**src/rtl/wu_pkg.sv**
```systemverilog
// Shared types for the write-update line controller.
// Assumes one coherence state per cache line and a single shared bus.
package wu_pkg;
    localparam int ST_W  = 3;
    localparam int CMD_W = 2;
    localparam int OP_W  = 2;

    typedef enum logic [ST_W-1:0] {
        LN_ABSENT = 3'd0,
        LN_EXCL   = 3'd1,
        LN_SCLN   = 3'd2,
        LN_SOWN   = 3'd3,
        LN_MOD    = 3'd4
    } line_st_e;

    typedef enum logic [CMD_W-1:0] {
        BC_NONE = 2'd0,
        BC_RD   = 2'd1,
        BC_UPD  = 2'd2,
        BC_WB   = 2'd3
    } bus_cmd_e;

    typedef enum logic [OP_W-1:0] {
        OP_RD  = 2'd0,
        OP_WR  = 2'd1,
        OP_EV  = 2'd2,
        OP_NOP = 2'd3
    } cpu_op_e;
endpackage

```
**src/rtl/wu_snoop_resp.sv**
```systemverilog
// Snoop responder: applies a matching snooped transaction to the current
// state and produces the shared, flush and word-apply responses.
// Assumes the snoop inputs never describe this controller's own transaction;
// own_gnt masks them in the cycle this controller owns the bus.
module wu_snoop_resp
    import wu_pkg::*;
(
    input  line_st_e cur_st,
    input  logic     snp_valid,
    input  bus_cmd_e snp_cmd,
    input  logic     snp_hit,
    input  logic     own_gnt,
    output line_st_e eff_st,
    output logic     shared_out,
    output logic     flush,
    output logic     word_wr
);
    logic active;

    // Snoop applies only to a present line that matches, when the bus is not ours
    assign active = snp_valid && snp_hit && !own_gnt && (cur_st != LN_ABSENT);

    // Post-snoop state and responses
    always_comb begin
        eff_st     = cur_st;
        shared_out = 1'b0;
        flush      = 1'b0;
        word_wr    = 1'b0;
        if (active) begin
            shared_out = 1'b1;
            case (snp_cmd)
                BC_RD: begin
                    if (cur_st == LN_MOD || cur_st == LN_SOWN) begin
                        flush  = 1'b1;
                        eff_st = LN_SOWN;
                    end else begin
                        eff_st = LN_SCLN;
                    end
                end
                BC_UPD: begin
                    word_wr = 1'b1;
                    eff_st  = LN_SCLN;
                end
                default: eff_st = cur_st;
            endcase
        end
    end
endmodule

```
**src/rtl/wu_cpu_seq.sv**
```systemverilog
// Processor-side sequencer: serves hits locally, holds one pending request
// that needs the bus, and computes the next line state from the post-snoop
// state. Assumes cpu_req is a one-cycle strobe and is ignored while busy.
module wu_cpu_seq
    import wu_pkg::*;
(
    input  logic     clk,
    input  logic     rst_n,
    input  line_st_e eff_st,
    input  logic     cpu_req,
    input  cpu_op_e  cpu_op,
    input  logic     bus_gnt,
    input  logic     bus_shared,
    output logic     busy,
    output logic     bus_req,
    output bus_cmd_e bus_cmd,
    output logic     cpu_done,
    output logic     cpu_word_wr,
    output line_st_e nxt_st
);
    cpu_op_e op_q, op_d;
    logic    busy_d;
    logic    owned, wr_local;

    assign owned    = (eff_st == LN_MOD) || (eff_st == LN_SOWN);
    assign wr_local = (eff_st == LN_MOD) || (eff_st == LN_EXCL);

    // Decide bus use, completion and next state
    always_comb begin
        bus_req     = 1'b0;
        bus_cmd     = BC_NONE;
        cpu_done    = 1'b0;
        cpu_word_wr = 1'b0;
        nxt_st      = eff_st;
        busy_d      = busy;
        op_d        = op_q;
        if (!busy) begin
            if (cpu_req) begin
                case (cpu_op)
                    OP_RD: begin
                        if (eff_st != LN_ABSENT) cpu_done = 1'b1;
                        else begin busy_d = 1'b1; op_d = OP_RD; end
                    end
                    OP_WR: begin
                        if (wr_local) begin
                            cpu_done    = 1'b1;
                            cpu_word_wr = 1'b1;
                            nxt_st      = LN_MOD;
                        end else begin
                            busy_d = 1'b1;
                            op_d   = OP_WR;
                        end
                    end
                    OP_EV: begin
                        if (owned) begin busy_d = 1'b1; op_d = OP_EV; end
                        else begin cpu_done = 1'b1; nxt_st = LN_ABSENT; end
                    end
                    default: ;
                endcase
            end
        end else begin
            case (op_q)
                OP_RD: begin
                    bus_req = 1'b1;
                    bus_cmd = BC_RD;
                    if (bus_gnt) begin
                        cpu_done = 1'b1;
                        nxt_st   = bus_shared ? LN_SCLN : LN_EXCL;
                        busy_d   = 1'b0;
                    end
                end
                OP_WR: begin
                    if (wr_local) begin
                        cpu_done    = 1'b1;
                        cpu_word_wr = 1'b1;
                        nxt_st      = LN_MOD;
                        busy_d      = 1'b0;
                    end else if (eff_st == LN_ABSENT) begin
                        bus_req = 1'b1;
                        bus_cmd = BC_RD;
                        if (bus_gnt) begin
                            if (bus_shared) nxt_st = LN_SCLN;
                            else begin
                                nxt_st      = LN_MOD;
                                cpu_word_wr = 1'b1;
                                cpu_done    = 1'b1;
                                busy_d      = 1'b0;
                            end
                        end
                    end else begin
                        bus_req = 1'b1;
                        bus_cmd = BC_UPD;
                        if (bus_gnt) begin
                            cpu_word_wr = 1'b1;
                            cpu_done    = 1'b1;
                            nxt_st      = bus_shared ? LN_SOWN : LN_MOD;
                            busy_d      = 1'b0;
                        end
                    end
                end
                OP_EV: begin
                    if (owned) begin
                        bus_req = 1'b1;
                        bus_cmd = BC_WB;
                        if (bus_gnt) begin
                            cpu_done = 1'b1;
                            nxt_st   = LN_ABSENT;
                            busy_d   = 1'b0;
                        end
                    end else begin
                        cpu_done = 1'b1;
                        nxt_st   = LN_ABSENT;
                        busy_d   = 1'b0;
                    end
                end
                default: busy_d = 1'b0;
            endcase
        end
    end

    // Pending-request registers
    always_ff @(posedge clk) begin
        if (!rst_n) begin
            busy <= 1'b0;
            op_q <= OP_NOP;
        end else begin
            busy <= busy_d;
            op_q <= op_d;
        end
    end
endmodule

```
**src/rtl/wu_snoop_line.sv**
```systemverilog
// Write-update snooping controller for one cache line. Holds the coherence
// state; snoop effects are applied before processor decisions in a cycle.
// Assumes a grant to this controller while it has a request pending means
// the bus carries its own transaction, so snoop inputs are ignored then.
module wu_snoop_line
    import wu_pkg::*;
(
    input  logic                clk,
    input  logic                rst_n,
    input  logic                cpu_req,
    input  logic [OP_W-1:0]     cpu_op,
    output logic                cpu_done,
    output logic                cpu_word_wr,
    output logic                bus_req,
    output logic [CMD_W-1:0]    bus_cmd,
    input  logic                bus_gnt,
    input  logic                bus_shared,
    input  logic                snp_valid,
    input  logic [CMD_W-1:0]    snp_cmd,
    input  logic                snp_hit,
    output logic                snp_shared_out,
    output logic                snp_flush,
    output logic                snp_word_wr,
    output logic [ST_W-1:0]     line_state
);
    line_st_e st_q, eff_st, nxt_st;
    bus_cmd_e cmd_int;
    logic     busy;

    wu_snoop_resp u_snoop (
        .cur_st     (st_q),
        .snp_valid  (snp_valid),
        .snp_cmd    (bus_cmd_e'(snp_cmd)),
        .snp_hit    (snp_hit),
        .own_gnt    (busy && bus_gnt),
        .eff_st     (eff_st),
        .shared_out (snp_shared_out),
        .flush      (snp_flush),
        .word_wr    (snp_word_wr)
    );

    wu_cpu_seq u_seq (
        .clk         (clk),
        .rst_n       (rst_n),
        .eff_st      (eff_st),
        .cpu_req     (cpu_req),
        .cpu_op      (cpu_op_e'(cpu_op)),
        .bus_gnt     (bus_gnt),
        .bus_shared  (bus_shared),
        .busy        (busy),
        .bus_req     (bus_req),
        .bus_cmd     (cmd_int),
        .cpu_done    (cpu_done),
        .cpu_word_wr (cpu_word_wr),
        .nxt_st      (nxt_st)
    );

    assign bus_cmd    = cmd_int;
    assign line_state = st_q;

    // Coherence state register
    always_ff @(posedge clk) begin
        if (!rst_n) st_q <= LN_ABSENT;
        else        st_q <= nxt_st;
    end
endmodule

```
**config.mk**
```make
export PLATFORM = sky130hd
export DESIGN_NAME = wu_snoop_line
export DESIGN_NICKNAME = d
export VERILOG_FILES = /design/src/rtl/wu_pkg.sv /design/src/rtl/wu_snoop_resp.sv /design/src/rtl/wu_cpu_seq.sv /design/src/rtl/wu_snoop_line.sv
export SDC_FILE = /design/constraint.sdc
export NUM_CORES = 1
export LEC_CHECK = 0
export BUFFER_PORTS_ARGS = -buffer_cell sky130_fd_sc_hd__buf_4
export CORE_UTILIZATION = 51
export CTS_CLUSTER_SIZE = 12
export DETAILED_ROUTE_END_ITERATION = 8
export PLACE_DENSITY = 0.78
export REMOVE_ABC_BUFFERS = 1
export SETUP_SLACK_MARGIN = 0.15
export SLEW_MARGIN = 5
export SYNTH_ARGS = -nofsm -noshare
export SYNTH_HDL_FRONTEND = slang
export SYNTH_SLANG_ARGS = --single-unit
```
**constraint.sdc**
```tcl
create_clock -name clk -period 2.2 [get_ports clk]
set_input_delay 0.33 -clock clk [delete_from_list [all_inputs] [get_ports clk]]
set_output_delay 0.33 -clock clk [all_outputs]
set_load 0.02 [all_outputs]
```
==> run metrics <==
status complete, but fails checks; violated checks negative setup slack; via count of the routed design ~1300; endpoint kind of the worst setup timing path output port; largest net degree at the start of global routing 14; Buf+Inv Stages, Crit Path 1; areal power density over the cells around 360 mW/mm^2; clock latency on the worst-skew pair around 0.27 ns; number of instances in the placed design between 150 and 200; number of fillers in the final layout 71; last weighted congestion value of the routability-driven placer 0.9197; number of input and output port buffers inserted 21; maximum level of the CTS H-tree 1; area growth from synthesis to final layout 65.17%; wire length reported by the detailed router about 4200 um; class of the worst hold path in2reg; power consumption between 400 and 500 uW; Post-Route Setup TNS -0.02441 ns; antenna-violating nets left 0; Tightest Pin Transition 0.5773 ns; Cell variety after synth 42; average cell area after synthesis roughly 6.8 um^2; share of post-route cells with drive strength above 1 between 40% and 50%; required time reported for the critical path endpoint 1.87 ns; Clock Tree Root clkbuf_4; FF+latch count, synth 6; Pins Over Slew Limit 0; detail-routed net length per standard cell between 20 and 25 um; achievable frequency 449.6 MHz; leakage power 0.6041 nW; width of the die 42.42 um; HPWL after detailed placement between 1500 and 2000 um; Post-synth ARST share 0%; sequential fraction of the synthesis area 14.41%; Warnings, synthesis 0; total overflow reported by the global router 0; post-DR vias/cell between 7 and 8; Post-route DRC 0; CTS Buf Count 3; CP Cell Sequence or3_4 -> and2_1 -> a221o_1 -> a22o_1 -> buf_6; synthesized area about 830 um^2; RSZ-0062 raised after global routing true; Max FO, Critical Path 7; maximum vdd ir drop around 0.2 mV; number of synthesized flops with an enable pin 0; crit path max-delay cell type or3_4; number of failing hold endpoints at the final stage 0; slowest stage delay, CP 0.39 ns; Worst Path Class, Setup reg2out; Max Buffers Root-to-Sink 2; number of antenna violations at the first check in global routing 0; most instantiated flip-flop cell in the synthesis netlist dfxtp_1; core box area around 0.0015 mm^2; tightest hold margin 0.4170 ns; crit share post-route 101.1%; vertical die dimension roughly 42 um; worst slew slack as a fraction of its limit about three fifths; Cell Rows 14; data arrival time at the worst-slack endpoint about 1.9 ns; CTS tree built; final worst slack -0.02441 ns; number of global-route vias before repair 1102; fin util roughly nine tenths; Die Area roughly 0.0018 mm^2; global-route wire length before repair about 5300 um; effective utilization at floorplan between 50% and 60%; total inserted antenna cells 0; worst clock skew on the final layout 0.01055 ns; kind of start point of the critical path register; clock period minus worst slack 2.224 ns; overall routing resource usage roughly two fifths; number of instances in the synthesized netlist ~120; number of design-rule violations left by the first detailed-router iteration between 150 and 200; TritonCTS Sinks 6; cell type group with the largest total delay on the critical path simple AND/OR/NAND/NOR gates; final setup violation count 1; Top-Level Pins 22; total of max-cap violations 0; clock input transition at the sequential cells of the worst setup and hold paths around 0.060 ns; Layout Nets ~180; non-filler instance count after layout 180; number of search-and-repair iterations in the first detailed-routing pass 5
[power by group]
| part | internal (mW) | total [mW] | leakage, nW | switching [mW] |
|---|---|---|---|---|
| registers | 0.113 | 0.133 | 0.0518 | 0.0205 |
| logic | 0.114 | 0.245 | 0.538 | 0.131 |
| clock network | 0.0630 | 0.121 | 0.0138 | 0.0583 |
[cells in the final DEF, fill, tap and decap left out, drive strengths merged, types with 4 or more instances in the layout]
cell type and instances:
buf 48, o21ai 13, nor2 12, nand2 10
inv 8, ha 6, dfxtp 6, a21oi 4
[registers in the layout, summed over array words and instances (netlist names)]
name	count
u_seq.busy	1
line_state	3
u_seq.op_q	2
[worst reg2reg max path, cell delays in order, from the launching register on]
cell	delay, ns
dfxtp_4	0.37
or3_4	0.39
and2_1	0.17
a221o_1	0.31
buf_4	0.17
or3_4	0.33
a21o_1	0.20
[final timing paths]
check | from | to | slack, ns | cells past startpoint
min reg2reg | u_seq.busy$_SDFF_PN0_ | line_state[2]$_SDFF_PN0_ | 0.61 | 2
min | rst_n | line_state[2]$_SDFF_PN0_ | 0.42 | 3
max reg2reg | line_state[2]$_SDFF_PN0_ | u_seq.op_q[1]$_SDFFE_PN1P_ | 0.13 | 6
max | line_state[2]$_SDFF_PN0_ | cpu_done | -0.02 | 5
[kinds of logic after synthesis]
group	count (synthesis)	synth area share [%]
fa+ha+maj	6	9.009
simple gates	50	32.43
buf+inv	17	9.310
flops	6	14.41
compound gates	42	33.78
xor+xnor	1	1.051
[cell usage after synthesis (2+ instances only)]
| master | count | share of area, % |
|---|---|---|
| a31oi_1 | 3 | 2.3 |
| and3b_1 | 2 | 2.1 |
| nand2b_1 | 2 | 1.5 |
| and2_1 | 3 | 2.3 |
| nor2_1 | 12 | 5.4 |
| a21oi_1 | 4 | 2.4 |
| o211ai_1 | 2 | 1.8 |
| nor3b_1 | 2 | 1.8 |
| a21o_1 | 2 | 1.8 |
| ha_1 | 6 | 9.0 |
| nor3_1 | 3 | 1.8 |
| buf_2 | 2 | 1.2 |
| dfxtp_1 | 6 | 14 |
| clkbuf_1 | 5 | 2.3 |
| o2111ai_1 | 2 | 2.1 |
| o21ai_0 | 13 | 7.8 |
| or3_1 | 3 | 2.3 |
| nand4_1 | 2 | 1.5 |
| inv_1 | 8 | 3.6 |
| nor2b_1 | 3 | 2.3 |
| nand2_1 | 10 | 4.5 |
| o22ai_1 | 3 | 2.3 |
| nand3_1 | 3 | 1.8 |
| o21a_1 | 3 | 2.7 |
[final cells by class]
class	instances	area, um^2	area share, %
multi-input cells	99	785.8	57.09
repair buffers	48	382.9	27.82
flip-flops and latches	6	132.6	9.636
inverters	8	32.53	2.364
clock buffers	3	22.52	1.636
well taps	16	20.02	1.455
[repair_timing]
action	4_1_cts	5_1_grt
pin swaps	12	10
gates cloned	0	0
buffers inserted	9	3
resized for setup	24	19
endpoints found under the setup margin	5	7
hold buffers	0	0
[routing by layer]
| layer | up-vias | track usage [%] | share of wire, % |
|---|---|---|---|
| met5 | - | 0 | 0 |
| met4 | 0 | 18.75 | 7.6 |
| met3 | 36 | 3.017 | 12 |
| met2 | 149 | 67.69 | 44 |
| met1 | 577 | 49.35 | 37 |
| li1 | 537 | - | - |
[stage by stage]
stage | setup WS [ns] | instance area (um^2)
after floorplan | 0.05036 | 785.8
after global placement | -0.04295 | 1076
after detailed placement | -0.07875 | 1076
after CTS | 0.09886 | 1262
after global routing | -0.04029 | 1376
final | -0.02441 | 1376
(Power assumes the default switching activity.)
